`src/rtl/pxl_regblk_pkg.sv`:
```
package pxl_regblk_pkg;
  localparam logic [7:0] A_STAT = 8'h00;
  localparam logic [7:0] A_CFG  = 8'h01;
  localparam logic [7:0] A_FMT  = 8'h02;
  localparam logic [7:0] A_AFH  = 8'h03;
  localparam logic [7:0] A_AFL  = 8'h04;
  localparam logic [7:0] A_AEH  = 8'h05;
  localparam logic [7:0] A_AEL  = 8'h06;
  localparam logic [7:0] A_TIM0 = 8'h07;
  localparam logic [7:0] A_RUN  = 8'h0D;
  localparam logic [7:0] A_GPV  = 8'hF0;
  localparam logic [7:0] A_GPD  = 8'hF1;
  localparam logic [7:0] A_SCR0 = 8'hF2;
  localparam int TIM_N = 6;

  function automatic logic in_win(input logic [7:0] a, input logic [7:0] base, input int n);
    return (int'(a) >= int'(base)) && (int'(a) < int'(base) + n);
  endfunction
endpackage

```
`src/rtl/pxl_lvl_cmp.sv`:
```
module pxl_lvl_cmp #(
  parameter int W = 11,
  parameter bit AT_LEAST = 1'b1
) (
  input  logic         clk,
  input  logic         rst,
  input  logic [W-1:0] lvl,
  input  logic [W-1:0] thr,
  output logic         hit
);
  logic raw;

  generate
    if (AT_LEAST) begin : g_ge
      assign raw = (lvl >= thr);
      assert_ge_R5: assert property (@(posedge clk) disable iff (rst)
        1'b1 |=> (hit == ($past(lvl) >= $past(thr))));
    end else begin : g_le
      assign raw = (lvl <= thr);
      assert_le_R6: assert property (@(posedge clk) disable iff (rst)
        1'b1 |=> (hit == ($past(lvl) <= $past(thr))));
    end
  endgenerate

  always_ff @(posedge clk) begin
    if (rst) hit <= 1'b0;
    else     hit <= raw;
  end
endmodule

```
`src/rtl/pxl_sticky.sv`:
```
module pxl_sticky #(
  parameter int N = 3
) (
  input  logic         clk,
  input  logic         rst,
  input  logic [N-1:0] set,
  input  logic [N-1:0] clr,
  output logic [N-1:0] q
);
  generate
    for (genvar i = 0; i < N; i++) begin : g_bit
      always_ff @(posedge clk) begin
        if (rst)         q[i] <= 1'b0;
        else if (set[i]) q[i] <= 1'b1;
        else if (clr[i]) q[i] <= 1'b0;
      end
      assert_hold_R10: assert property (@(posedge clk) disable iff (rst)
        (q[i] && !clr[i]) |=> q[i]);
      assert_set_R10: assert property (@(posedge clk) disable iff (rst)
        set[i] |=> q[i]);
    end
  endgenerate
endmodule

```
`src/rtl/pxl_regblk.sv`:
```
module pxl_regblk
  import pxl_regblk_pkg::*;
#(
  parameter int LVL_W = 11,
  parameter int GPO_N = 2,
  parameter int SCR_N = 4,
  parameter logic [LVL_W-1:0] DEF_AF = 11'd1020,
  parameter logic [LVL_W-1:0] DEF_AE = 11'd4,
  parameter logic [TIM_N*8-1:0] TIM_DEF = {8'd60, 8'd60, 8'd6, 8'd8, 8'd9, 8'd4}
) (
  input  logic             clk,
  input  logic             rst,
  input  logic             wr_en,
  input  logic             rd_en,
  input  logic [7:0]       addr,
  input  logic [7:0]       wr_data,
  output logic [7:0]       rd_data,
  input  logic [LVL_W-1:0] fifo_lvl,
  input  logic             fifo_full,
  input  logic             fifo_empty,
  input  logic             fifo_ovf,
  input  logic             fifo_unf,
  output logic             afull_o,
  output logic             aempty_o,
  output logic             werr_o,
  output logic             cfg_enable,
  output logic             cfg_mode,
  output logic [7:0]       wrgb_fmt,
  output logic [7:0]       t_zero_hi,
  output logic [7:0]       t_zero_lo,
  output logic [7:0]       t_one_hi,
  output logic [7:0]       t_one_lo,
  output logic [7:0]       t_rst_cycle,
  output logic [7:0]       t_rst_code,
  output logic             run_o,
  output logic [GPO_N-1:0] gpo_out,
  output logic [GPO_N-1:0] gpo_oe
);
  localparam int HI_W   = LVL_W - 8;
  localparam int TIM_IW = $clog2(TIM_N);
  localparam int SCR_IW = (SCR_N > 1) ? $clog2(SCR_N) : 1;

  logic [LVL_W-1:0]   af_thr, ae_thr;
  logic [GPO_N-1:0]   gpv_q, gpd_q;
  logic [TIM_N*8-1:0] tim_flat;
  logic [SCR_N*8-1:0] scr_flat;
  logic [2:0]         stk_q, stk_set, stk_clr;
  logic               tim_hit, tim_ok, mapped;
  logic [7:0]         stat, rd_mux;

  assign tim_hit = in_win(addr, A_TIM0, TIM_N);
  assign tim_ok  = !cfg_enable || fifo_empty;
  assign mapped  = (addr <= A_RUN) || in_win(addr, A_GPV, 2 + SCR_N);

  // control and threshold registers
  always_ff @(posedge clk) begin
    if (rst) begin
      cfg_enable <= 1'b0;
      cfg_mode   <= 1'b0;
      wrgb_fmt   <= 8'h00;
      af_thr     <= DEF_AF;
      ae_thr     <= DEF_AE;
      run_o      <= 1'b0;
      gpv_q      <= '0;
      gpd_q      <= '0;
    end else if (wr_en) begin
      case (addr)
        A_CFG: begin cfg_enable <= wr_data[0]; cfg_mode <= wr_data[1]; end
        A_FMT: wrgb_fmt <= wr_data;
        A_AFH: af_thr[LVL_W-1:8] <= wr_data[HI_W-1:0];
        A_AFL: af_thr[7:0] <= wr_data;
        A_AEH: ae_thr[LVL_W-1:8] <= wr_data[HI_W-1:0];
        A_AEL: ae_thr[7:0] <= wr_data;
        A_RUN: run_o <= wr_data[0];
        A_GPV: gpv_q <= wr_data[GPO_N-1:0];
        A_GPD: gpd_q <= wr_data[GPO_N-1:0];
        default: ;
      endcase
    end
  end

  // guarded timing bytes
  generate
    for (genvar i = 0; i < TIM_N; i++) begin : g_tim
      logic [7:0] q;
      always_ff @(posedge clk) begin
        if (rst) q <= TIM_DEF[i*8 +: 8];
        else if (wr_en && tim_ok && addr == (A_TIM0 + 8'(i))) q <= wr_data;
      end
      assign tim_flat[i*8 +: 8] = q;
    end
    for (genvar j = 0; j < SCR_N; j++) begin : g_scr
      logic [7:0] q;
      always_ff @(posedge clk) begin
        if (rst) q <= 8'h00;
        else if (wr_en && addr == (A_SCR0 + 8'(j))) q <= wr_data;
      end
      assign scr_flat[j*8 +: 8] = q;
    end
  endgenerate

  assign t_zero_hi   = tim_flat[7:0];
  assign t_zero_lo   = tim_flat[15:8];
  assign t_one_hi    = tim_flat[23:16];
  assign t_one_lo    = tim_flat[31:24];
  assign t_rst_cycle = tim_flat[39:32];
  assign t_rst_code  = tim_flat[47:40];
  assign gpo_out     = gpv_q;
  assign gpo_oe      = gpd_q;

  // sticky flags: index 0 under, 1 over, 2 write error
  assign stk_set = {wr_en && tim_hit && !tim_ok, fifo_ovf, fifo_unf};
  assign stk_clr = (wr_en && addr == A_STAT) ? wr_data[6:4] : 3'b000;

  pxl_sticky #(.N(3)) u_stk (
    .clk(clk), .rst(rst), .set(stk_set), .clr(stk_clr), .q(stk_q)
  );
  assign werr_o = stk_q[2];

  pxl_lvl_cmp #(.W(LVL_W), .AT_LEAST(1'b1)) u_af (
    .clk(clk), .rst(rst), .lvl(fifo_lvl), .thr(af_thr), .hit(afull_o)
  );
  pxl_lvl_cmp #(.W(LVL_W), .AT_LEAST(1'b0)) u_ae (
    .clk(clk), .rst(rst), .lvl(fifo_lvl), .thr(ae_thr), .hit(aempty_o)
  );

  assign stat = {1'b0, stk_q, afull_o, aempty_o, fifo_full, fifo_empty};

  always_comb begin
    rd_mux = 8'h00;
    if (addr == A_STAT)     rd_mux = stat;
    else if (addr == A_CFG) rd_mux = {6'b0, cfg_mode, cfg_enable};
    else if (addr == A_FMT) rd_mux = wrgb_fmt;
    else if (addr == A_AFH) rd_mux = 8'(af_thr[LVL_W-1:8]);
    else if (addr == A_AFL) rd_mux = af_thr[7:0];
    else if (addr == A_AEH) rd_mux = 8'(ae_thr[LVL_W-1:8]);
    else if (addr == A_AEL) rd_mux = ae_thr[7:0];
    else if (tim_hit)       rd_mux = tim_flat[TIM_IW'(addr - A_TIM0)*8 +: 8];
    else if (addr == A_RUN) rd_mux = {7'b0, run_o};
    else if (addr == A_GPV) rd_mux = 8'(gpv_q);
    else if (addr == A_GPD) rd_mux = 8'(gpd_q);
    else if (in_win(addr, A_SCR0, SCR_N))
      rd_mux = scr_flat[SCR_IW'(addr - A_SCR0)*8 +: 8];
  end

  always_ff @(posedge clk) begin
    if (rst)        rd_data <= 8'h00;
    else if (rd_en) rd_data <= rd_mux;
  end

  assert_tim_drop_R9: assert property (@(posedge clk) disable iff (rst)
    (wr_en && tim_hit && cfg_enable && !fifo_empty) |=> ($stable(tim_flat) && werr_o));
  assert_unmapped_R3: assert property (@(posedge clk) disable iff (rst)
    (rd_en && !mapped) |=> (rd_data == 8'h00));
  assert_stat_rsvd_R3: assert property (@(posedge clk) disable iff (rst)
    (rd_en && addr == A_STAT) |=> (rd_data[7] == 1'b0));
  assert_cfg_rsvd_R3: assert property (@(posedge clk) disable iff (rst)
    (rd_en && addr == A_CFG) |=> (rd_data[7:2] == 6'b0));
endmodule

```
`config.mk`:
```
export PLATFORM = sky130hd
export DESIGN_NAME = pxl_regblk
export DESIGN_NICKNAME = d
export VERILOG_FILES = /design/src/rtl/pxl_regblk_pkg.sv /design/src/rtl/pxl_lvl_cmp.sv /design/src/rtl/pxl_sticky.sv /design/src/rtl/pxl_regblk.sv
export SDC_FILE = /design/constraint.sdc
export NUM_CORES = 1
export LEC_CHECK = 0
export ABC_AREA = 1
export BUFFER_PORTS_ARGS = -buffer_cell sky130_fd_sc_hd__buf_2
export CAP_MARGIN = 10
export CORE_MARGIN = 2
export CORE_UTILIZATION = 50
export DETAILED_ROUTE_END_ITERATION = 10
export GPL_TIMING_DRIVEN = 0
export PLACE_DENSITY = 0.73
export SETUP_SLACK_MARGIN = 0.15
export SLEW_MARGIN = 10
export SYNTH_ARGS = -nofsm -noshare
export SYNTH_HDL_FRONTEND = slang
export SYNTH_HIERARCHICAL = 1
export SYNTH_SLANG_ARGS = --single-unit
```
`constraint.sdc`:
```
create_clock -name clk -period 4.6 [get_ports clk]
set_clock_uncertainty 0.15 [all_clocks]
set_input_delay 0.23 -clock clk [delete_from_list [all_inputs] [get_ports clk]]
set_output_delay 0.23 -clock clk [all_outputs]
set_load 0.005 [all_outputs]
```
==> metrics.md, run 1 <==
| Metric | Value |
|---|---|
| Slew headroom | `41.6%` |
| Commonest cells in the netlist | `nand2_1 (175), dfxtp_1 (130), a21oi_1 (129), o21ai_0 (129), inv_1 (93)` |
| Area Growth Syn to Fin | `21.9%` |
| Setup TNS | `0 ps` |
| Die outline width | `119 um` |
| # diodes | `0` |
| Vias/cell | `5.45` |
| Layout cells sized above 1 | `19.5%` |
| Drt total wl | `21100 um` |
| CP required | `4760 ps` |
| Reg-to-Reg Start | `cfg_enable` |
| Clock Tree Buf Depth | `2` |
| Core area | `13100 um2` |
| Worst-path fanout max | `12` |
| Async SR Flop Fraction | `0%` |
| Crit path from | `addr[0]` |
| Iter 0 DRT Violations | `548` |
| Number of buffers created by CTS | `17` |
| WHS Path Cells | `3` |
| Count of cell types in the netlist | `38` |
| CP Cell Sequence | `buf_2 -> inv_1 -> buf_2 -> buf_2 -> ha_1 -> inv_1 -> clkbuf_1 -> o21ai_0 -> a21oi_1 -> a21oi_1 -> nand2_1 -> o21ai_1 -> nand2_1 -> nand3_1 -> o211ai_1 -> nand3_1 -> nand2_1 -> a21oi_1` |
| Vias in the first global route | `6260` |
| HPWL after DPL | `15500 um` |
| FF+latch count, synth | `130` |
| Cell taking the most area after synthesis | `dfxtp_1` |
| Hold_sp | `wr_data[6]` |
| Fin crit period | `2980 ps` |
| Post-CTS sizing | `0` |
| Critical Path Sink Type | `flip-flop` |
| Remaining Overflow, GRT | `0` |
| Sw frac | `24.0%` |
| Overall Global Routing Usage | `29.7%` |
| PortBufs | `107` |
| Die ar. | `14200 um2` |
| Post-synthesis sequential area ratio | `39.2%` |
| GP Congestion | `0.952` |
| Syn nets | `999` |
| Status | `finished clean` |
| Pins over their slew limit | `0` |
| MaxCap Viol Count | `0` |
| Tcrit/Tclk final | `64.7%` |
| Setup violators final | `0` |
| Pwr/cell area | `339 nW/um2` |
| Hold Crit Class | `in -> reg` |
| EDFF count, synth | `0` |
| Row count | `42` |
| Clock tree sinks | `130` |
| Top-Level Pins | `109` |
| CTS Root Cell | `clkbuf_16` |
| Max frequency | `0.336 GHz` |
| DRC viols | `0` |
| Worst VDD drop | `0.256 mV` |
| Area fraction of the dominant cell type after synthesis | `39.2%` |
| Combinational share of power | `8.4%` |
| Seq pwr share | `41.4%` |
| Reg clk slew, reported paths | `60 ps` |
| Nets | `1135` |
| Mapped Avg Cell Area | `7.09 um2` |
| Storage cell area | `2600 um2` |
| Worst-Skew Late Latency | `430 ps` |
| Crit path kind | `in -> reg` |
| Ys Warns | `6` |
| Final count of hold timing violations | `0` |
| Avg WL per Cell | `16.7 um` |
| Ys flop type | `dfxtp_1` |
| # fillers | `1205` |
| Routed Antenna Nets | `0` |
| Fin util | `61.9%` |
| Router iterations before antenna repair | `5` |
| Largest net degree at the start of global routing | `17` |
| Gate Count Post-Synth | `937` |
| Global-route wire length before repair | `32500 um` |
| CP peak stage delay | `360 ps` |
| Clock network power share | `50.2%` |
| P_leak | `3.87 nW` |
| Worst Path Arrival | `3140 ps` |
| Count leader, synth | `nand2_1` |
| Reg2Reg Depth | `7` |
| Power Total | `2.75 mW` |
| Slowest-stage cell, CP | `clkbuf_1` |
| Synth area leaders | `dfxtp_1 (39%), nand2_1 (9.9%), a21oi_1 (9.7%), o21ai_0 (9.7%), inv_1 (5.3%)` |
| Int Power | `2.09 mW` |
| Initial antenna violation count | `0` |
| Startpoint types | `input pin` |
| RSZ-0062 raised after global routing | `no` |
| Netlist Area Pre-Place | `6640 um2` |
| Sw power | `0.659 mW` |
| Routed vias | `6872` |
| Starting Density | `50.8%` |
| CTS tree | `done` |
| Htree depth | `4` |
| Worst slew pin tran | `876 ps` |
| Multi-input combinational cell area | `3430 um2` |
| Die height | `119 um` |
[final timing paths]
| check | end | slack [ps] |
|---|---|---|
| max | rd_data[3] | 1620 |
| min | t_zero_hi[6] | 10 |
| min reg2reg | rd_data[0] | 320 |
| max reg2reg | t_rst_code[5] | 2580 |
[final cells by class]
cell class,instances,share of cell area [%]
multi-input combinational,651,42.3
sequential,130,32.1
clock buffer,20,5.76
buffer,46,2.49
timing repair buffer,117,7.85
clock inverter,11,1.67
tap,176,2.72
inverter,110,5.10
[per-layer routing]
| layer | vias up | part of all wire (%) | GRT usage [%] |
|---|---|---|---|
| met1 | 3122 | 43 | 37.9 |
| met3 | 64 | 7.4 | 5.80 |
| met2 | 299 | 46 | 48.4 |
| li1 | 3387 | - | - |
| met5 | - | 0 | 0 |
| met4 | 0 | 3.7 | 14.1 |
[per-stage QoR]
step                      setup slack (ps)  area, um2  std cells  hold WS (ps)
after floorplan                       2180       6640        937           142
after global placement                1260       7400       1220           301
after detailed placement              1250       7400       1220           303
after CTS                             1690       8100       1261          4.02
after global routing                  1320       8100       1261          31.5
final                                 1620       8100       1261          11.4
[placed cells by master, fill, tap and decap left out, drive strengths merged]
master	count
dfxtp	130
nor2	84
nand3b	4
clkinv	11
clkinvlp	2
or2	5
o211ai	27
o31ai	1
a31oi	1
xnor2	1
nor3	10
o22ai	8
inv	105
ha	27
a311oi	1
o21ai	133
dlygate4sd3	10
a21o	1
bufinv	3
nand4	2
nand2	183
nand3	31
buf	129
o21a	1
clkbuf	44
a21oi	131
[flip-flops by register name (all words and copies together) (netlist names), 2 cells and up]
signal,flops
u_stk/q,3
t_zero_hi,8
t_zero_lo,8
t_rst_cycle,8
gpo_oe,2
t_one_lo,8
t_one_hi,8
t_rst_code,8
ae_thr,11
af_thr,11
rd_data,8
wrgb_fmt,8
g_scr.q,32
gpo_out,2
[power by group through the flow]
| stage | Combinational, mW | Sequential, mW | Clock, mW |
|---|---|---|---|
| 2_1_floorplan | 0.134 | 1.16 | 0 |
| 3_3_place_gp | 0.217 | 1.16 | 0 |
| 3_5_place_dp | 0.218 | 1.16 | 0 |
| 4_1_cts | 0.226 | 1.14 | 1.38 |
| 5_1_grt | 0.252 | 1.14 | 1.43 |
| 6_report | 0.231 | 1.14 | 1.38 |
[worst max-delay path, delay by kind of cell]
| kind | cells | cell delay, ps |
|---|---|---|
| adder cells (fa/ha/maj) | 1 | 320 |
| AO/OA/AOI/OAI | 6 | 670 |
| buffers and inverters | 6 | 1450 |
| AND/OR/NAND/NOR | 5 | 470 |
[kinds of logic (layout without fill, tap and decap cells)]
group                    Yosys count  count (layout)  synth area share (%)
adder cells (fa/ha/maj)           27              27                  5.08
flip-flops                       130             130                  39.2
AO/OA/AOI/OAI                    304             304                  24.5
buffers and inverters            156             304                  9.25
XOR/XNOR                           1               1                 0.245
AND/OR/NAND/NOR                  319             319                  21.7
[repair_timing]
item	in CTS	in global routing
endpoints found under the setup margin	0	0
hold buffers	10	0
hold endpoints to repair	17	0
setup buffers	0	0
(Power assumes the default switching activity.)
==> run 2: changes to the inputs <==
--- a/config.mk
+++ b/config.mk
@@ -5,14 +5,14 @@
 export SDC_FILE = /design/constraint.sdc
 export NUM_CORES = 1
 export LEC_CHECK = 0
-export ABC_AREA = 1
+export ABC_AREA = 0
 export BUFFER_PORTS_ARGS = -buffer_cell sky130_fd_sc_hd__buf_2
 export CAP_MARGIN = 10
 export CORE_MARGIN = 2
 export CORE_UTILIZATION = 50
 export DETAILED_ROUTE_END_ITERATION = 10
 export GPL_TIMING_DRIVEN = 0
-export PLACE_DENSITY = 0.73
+export PLACE_DENSITY = 0.76
 export SETUP_SLACK_MARGIN = 0.15
 export SLEW_MARGIN = 10
 export SYNTH_ARGS = -nofsm -noshare
==> constraint.sdc (replaced) <==
create_clock -name clk -period 2.67 [get_ports clk]
set_clock_uncertainty 0.15 [all_clocks]
set_input_delay 0.1335 -clock clk [delete_from_list [all_inputs] [get_ports clk]]
set_output_delay 0.1335 -clock clk [all_outputs]
set_load 0.005 [all_outputs]
==> metrics.md, run 2 <==
| Metric | Value |
|---|---|
| Reg clk slew, reported paths | `60 ps (about the same)` |
| Clock tree sinks | `130 (unchanged)` |
| Final count of hold timing violations | `0 (unchanged)` |
| Most common cell after layout, fill and taps aside | `nor2_1` |
| Routed Antenna Nets | `0 (unchanged)` |
| Core area | `13200 um2 (+0.80%)` |
| Syn nets | `883 (-12%)` |
| Reg with most FFs | `g_scr.q` |
| GP Congestion | `1.02 (+6.9%)` |
| Hold_sp | `fifo_lvl[10]` |
| PortBufs | `105 (-1.9%)` |
| Pwr/cell area | `571 nW/um2 (+68%)` |
| Setup TNS | `0 ps (unchanged)` |
| Most frequent cells in the layout | `nor2_1 (146), dfxtp_1 (130), buf_2 (117)` |
| Seq pwr share | `41.6% (+0.2 points)` |
| Post-route design area | `8250 um2 (+1.8%)` |
| Setup violators final | `0 (unchanged)` |
| Combinational share of power | `8.8% (+0.4 points)` |
| Sw power | `1.15 mW (+75%)` |
| Reg-to-Reg Start | `cfg_enable` |
| DRC viols | `0 (unchanged)` |
| Worst slew pin tran | `784 ps (-91.8 ps)` |
| Max frequency | `0.402 GHz` |
| Initial antenna violation count | `0 (unchanged)` |
| Remaining Overflow, GRT | `0 (unchanged)` |
| Top flop regs | `g_scr.q x32, ae_thr x11, af_thr x11` |
| Worst-path fanout max | `10 (-2)` |
| Sw frac | `24.5% (+0.52 points)` |
| # diodes | `0 (unchanged)` |
| Die ar. | `14400 um2 (+1.1%)` |
| Area fraction of the dominant cell type after synthesis | `38.7% (-0.44 points)` |
| Layout cells sized above 1 | `20.2% (+0.69 points)` |
| CP required | `2820 ps (-1940 ps)` |
| Placed insts | `1102 (-9.7%)` |
| Number of buffers created by CTS | `17 (unchanged)` |
| Die height | `120 um (+0.55%)` |
| Crit path kind | `in -> reg` |
| Status | `finished clean` |
| Overall Global Routing Usage | `32.4% (+2.7 points)` |
| CTS Root Cell | `clkbuf_16` |
| Ys Warns | `6 (unchanged)` |
| Routed vias | `6872 (unchanged)` |
| Gate Count Post-Synth | `821 (-12%)` |
| Router iterations before antenna repair | `8 (+3)` |
| Ys flop type | `dfxtp_1` |
| Worst VDD drop | `0.753 mV (+190%)` |
| Count of cell types in the netlist | `55 (+45%)` |
| Dpl cell area | `7480 um2 (+1.0%)` |
| Vias/cell | `6.00 (+10%)` |
| EDFF count, synth | `0 (unchanged)` |
| HPWL after DPL | `16600 um (+7.0%)` |
| Non-Filler Instances | `1145 (-9.2%)` |
| Worst-Skew Late Latency | `430 ps (about the same)` |
| Slew headroom | `47.7% (+6.1 points)` |
| Tcrit/Tclk final | `93.1%` |
| Clock Tree Buf Depth | `2 (unchanged)` |
| Async SR Flop Fraction | `0% (unchanged)` |
| Power Total | `4.71 mW (+71%)` |
| Row count | `42 (unchanged)` |
| Top-Level Pins | `109 (unchanged)` |
| Netlist Area Pre-Place | `6720 um2 (+1.1%)` |
| Avg WL per Cell | `20.0 um (+19%)` |
| Vias in the first global route | `6328 (+1.1%)` |
| Htree depth | `4 (unchanged)` |
| Fin crit period | `2490 ps` |
| Count leader, synth | `nor2_1` |
| Global-route wire length before repair | `35200 um (+8.2%)` |
| Int Power | `3.56 mW (+70%)` |
| RSZ-0062 raised after global routing | `no` |
| Largest net degree at the start of global routing | `17 (unchanged)` |
| # fillers | `1169 (-3.0%)` |
| Cell taking the most area after synthesis | `dfxtp_1` |
| Iter 0 DRT Violations | `976 (+78%)` |
| Fin util | `62.5% (+0.64 points)` |
| Storage cell area | `2600 um2 (unchanged)` |
| Post-CTS Setup Inserts | `0 (unchanged)` |
| Max reg flops | `32 (unchanged)` |
| Startpoint types | `input pin` |
| Pins over their slew limit | `0 (unchanged)` |
| Starting Density | `50.9% (+0.17 points)` |
| FF+latch count, synth | `130 (unchanged)` |
| Drt total wl | `22900 um (+8.5%)` |
| Worst Path Arrival | `2640 ps (-500 ps)` |
| Synth area leaders | `dfxtp_1 (39%), nor2_1 (8.2%), a21oi_1 (7.1%), mux4_2 (5.4%), ha_1 (5.0%)` |
| CTS tree | `done` |
| Hold Crit Class | `in -> reg` |
| Mapped Avg Cell Area | `8.19 um2 (+15%)` |
| MaxCap Viol Count | `0 (unchanged)` |
| Clock network power share | `49.6% (-0.6 points)` |
| Nets | `1018 (-10%)` |
| Multi-input combinational cell area | `3750 um2 (+9.4%)` |
| Crit path from | `addr[0]` |
| Die outline width | `120 um (+0.55%)` |
| Commonest cells in the netlist | `nor2_1 (146), dfxtp_1 (130), a21oi_1 (95)` |
| P_leak | `3.66 nW (-5.5%)` |
| Area Growth Syn to Fin | `22.8%` |
| Post-synthesis sequential area ratio | `38.7% (-0.44 points)` |
| Critical Path Sink Type | `flip-flop` |
[run 2: per-layer routing]
metal	share of wire (%)	vias to the layer above	GRT usage [%]
met5	0	-	0
met4	3.7	0	13.4
met3	10	70	7.37
met2	46	404	50.2
met1	40	3242	43.7
li1	-	3156	-
[run 2: final timing paths]
| path | to | slack, ps | cells past startpoint |
|---|---|---|---|
| worst min register to register | t_one_hi[1] | 320 | 2 |
| worst max-delay path | rd_data[1] | 180 | 13 |
| worst max register to register | t_rst_cycle[6] | 420 | 8 |
| worst min-delay path | u_ae/hit | 40 | 5 |
[run 2: area by class of cell]
type	count	area share, %
timing repair buffer	116	7.70
inverter	43	1.96
tap	176	2.67
multi-input combinational	589	45.5
clock inverter	9	1.26
buffer	59	3.50
clock buffer	23	5.91
sequential	130	31.5
[run 2: cells by family (layout without fill, tap and decap cells)]
group	Yosys count	after routing	share of synthesized area [%]
adder cells (fa/ha/maj)	27	27	5.03
AND/OR/NAND/NOR	328	328	22.2
buffers and inverters	102	250	5.88
XOR/XNOR	1	1	0.130
multiplexers	53	53	10.9
flip-flops	130	130	38.7
AO/OA/AOI/OAI	180	180	17.1
[run 2: worst max-delay path: stages]
cell and delay [ps]:
buf_2 140, buf_8 170, buf_12 160, buf_8 170, inv_1 100, ha_1 290, clkbuf_4 190, mux4_2 330
and2_1 190, o21ai_2 150, a31oi_1 150, a311oi_2 310, o21ai_1 140
[run 2: power groups by stage]
stage / logic (mW) / clock network, mW / registers, mW
finish: 0.413 / 2.34 / 1.96
global placement: 0.372 / 0 / 2.00
floorplan: 0.228 / 0 / 2.00
CTS: 0.395 / 2.34 / 1.96
global route: 0.443 / 2.42 / 1.96
detailed placement: 0.375 / 0 / 2.00
[run 2: what timing repair did]
item	CTS	global route
endpoints found under the hold margin	24	0
pin swaps	0	1
hold buffers	11	0
setup endpoints to repair	83	49
gates resized for setup	14	18
[run 2: stage by stage]
stage	hold slack, ps	setup WS [ps]
5_1_grt	84.7	127
2_1_floorplan	52.6	184
3_5_place_dp	233	-1010
3_3_place_gp	223	-986
4_1_cts	30.5	159
6_report	39.4	184
==> run 3: changes to the inputs <==
--- a/config.mk
+++ b/config.mk
@@ -13,6 +13,7 @@
 export DETAILED_ROUTE_END_ITERATION = 10
 export GPL_TIMING_DRIVEN = 0
 export PLACE_DENSITY = 0.76
+export RECOVER_POWER = 100
 export SETUP_SLACK_MARGIN = 0.15
 export SLEW_MARGIN = 10
 export SYNTH_ARGS = -nofsm -noshare
==> metrics.md, run 3 (synthesis results as in run 2) <==
| Metric | Value |
|---|---|
| Crit path from | `addr[0]` |
| RSZ-0062 raised after global routing | `no` |
| Placement Setup Slack | `-1010 ps (unchanged)` |
| Tcrit/Tclk final | `93.3% (+0.24 points)` |
| Reg clk slew, reported paths | `60 ps (about the same)` |
| Max frequency | `0.401 GHz (-0.26%)` |
| Pins over their slew limit | `0 (unchanged)` |
| Die height | `120 um (unchanged)` |
| Hold Crit Class | `in -> reg` |
| HPWL after DPL | `16600 um (unchanged)` |
| Vias/cell | `6.00 (about the same)` |
| Layout cells sized above 1 | `17.6% (-2.6 points)` |
| # diodes | `0 (unchanged)` |
| Post-CTS Setup Inserts | `0 (unchanged)` |
| Row count | `42 (unchanged)` |
| Starting Density | `50.9% (unchanged)` |
| Top-Level Pins | `109 (unchanged)` |
| Status | `finished clean` |
| Routed Antenna Nets | `0 (unchanged)` |
| Worst Setup Slack, final | `178 ps (-6.42 ps)` |
| Die outline width | `120 um (unchanged)` |
| Worst slew pin tran | `750 ps (-34.4 ps)` |
| Reg-to-Reg Start | `cfg_enable` |
| Remaining Overflow, GRT | `0 (unchanged)` |
| PortBufs | `105 (unchanged)` |
| Overall Global Routing Usage | `32.4% (unchanged)` |
| Power Total | `4.71 mW (about the same)` |
| Worst VDD drop | `0.751 mV (-0.16%)` |
| CTS Root Cell | `clkbuf_16` |
| Clock Tree Buf Depth | `2 (unchanged)` |
| Vias in the first global route | `6328 (unchanged)` |
| Max reg flops | `32 (unchanged)` |
| DRC viols | `0 (unchanged)` |
| Fin Hold WS | `28.0 ps (-11.4 ps)` |
| Hold_sp | `fifo_lvl[10]` |
| Critical Path Sink Type | `flip-flop` |
| Worst-path fanout max | `10 (unchanged)` |
| Global-route wire length before repair | `35200 um (unchanged)` |
| Drt total wl | `22900 um (+0.11%)` |
| Clock tree sinks | `130 (unchanged)` |
| Nets | `1018 (unchanged)` |
| Router iterations before antenna repair | `6 (-2)` |
| Most frequent cells in the layout | `nor2_1 (146), dfxtp_1 (130), a21oi_1 (95)` |
| Fin crit period | `2490 ps (+6.43 ps)` |
| Initial antenna violation count | `0 (unchanged)` |
| Pwr/cell area | `574 nW/um2 (+0.45%)` |
| Worst Path Arrival | `2650 ps (about the same)` |
| Die ar. | `14400 um2 (unchanged)` |
| Largest net degree at the start of global routing | `17 (unchanged)` |
| Avg WL per Cell | `20.0 um (+0.11%)` |
| Core area | `13200 um2 (unchanged)` |
| WHS Path Cells | `5 (unchanged)` |
| Routed vias | `6874 (+0.029%)` |
| Reg with most FFs | `g_scr.q` |
| Setup violators final | `0 (unchanged)` |
| Reg2Reg Depth | `8 (unchanged)` |
| Top flop regs | `g_scr.q x32, ae_thr x11, af_thr x11` |
| P_leak | `3.56 nW (-2.6%)` |
| Worst-Skew Late Latency | `440 ps (about the same)` |
| Fin util | `62.3% (-0.29 points)` |
| Startpoint types | `input pin` |
| CTS tree | `done` |
| Most common cell after layout, fill and taps aside | `nor2_1` |
| Final count of hold timing violations | `0 (unchanged)` |
| CP required | `2820 ps (about the same)` |
| Setup TNS | `0 ps (unchanged)` |
| GP Congestion | `1.02 (unchanged)` |
| Number of buffers created by CTS | `17 (unchanged)` |
| Iter 0 DRT Violations | `902 (-7.6%)` |
| Htree depth | `4 (unchanged)` |
| MaxCap Viol Count | `0 (unchanged)` |
| Crit path kind | `in -> reg` |
| Area Growth Syn to Fin | `22.2%` |
| Slew headroom | `50.0% (+2.3 points)` |
## run 3: changes by cell type in the layout (fill, tap and decap cells not counted), sizes merged
cell,delta
clkbuf,+27
buf,-27
## run 3: worst paths after layout
check	end	slack (ps)
worst max register to register	t_rst_cycle[6]	370
worst min register to register	t_one_hi[6]	320
worst min-delay path	u_ae/hit	30
worst max-delay path	rd_data[1]	180
## run 3: final cells by class
| class | instances | area [um2] |
|---|---|---|
| Timing Repair Buffer | 116 | 609 |
| Sequential cell | 130 | 2600 |
| Fill cell | 1185 | 4980 |
| Inverter | 43 | 161 |
| Clock buffer | 23 | 488 |
| Tap cell | 176 | 220 |
| Multi-Input combinational cell | 589 | 3740 |
| Buffer | 59 | 287 |
| Clock inverter | 9 | 104 |
## run 3: stage by stage
step                      area, um2  std cells
after detailed placement       7480       1102
final                          8210       1145
after global placement         7480       1102
after floorplan                6730        821
after global routing           8210       1145
after CTS                      8210       1145
## run 3: timing repair
action,in CTS,in global routing
pin swaps,0,1
gates resized for setup,14,18
hold buffers,11,0
setup endpoints to repair,83,49
hold endpoints to repair,24,0
## run 3: critical path, stage by stage
cell      delay, ps
buf_2           140
buf_8           180
buf_12          160
buf_8           170
inv_1           100
ha_1            280
clkbuf_4        190
mux4_2          330
and2_1          200
o21ai_2         150
a31oi_1         140
a311oi_2        320
o21ai_1         140
## run 3: routing by layer
| metal | up-vias | part of all wire [%] | GRT usage [%] | wire length [um] |
|---|---|---|---|---|
| met5 | - | 0 | 0 | 0 |
| met4 | 0 | 3.6 | 13.4 | 835 |
| met3 | 68 | 9.6 | 7.37 | 2200 |
| met2 | 392 | 46 | 50.2 | 10500 |
| met1 | 3264 | 41 | 43.7 | 9400 |
| li1 | 3150 | - | - | - |
## run 3: where the power goes
part           switching, mW  total (mW)  internal, mW
combinational          0.273       0.411         0.138
sequential           0.00934        1.96          1.95
clock                  0.872        2.34          1.47
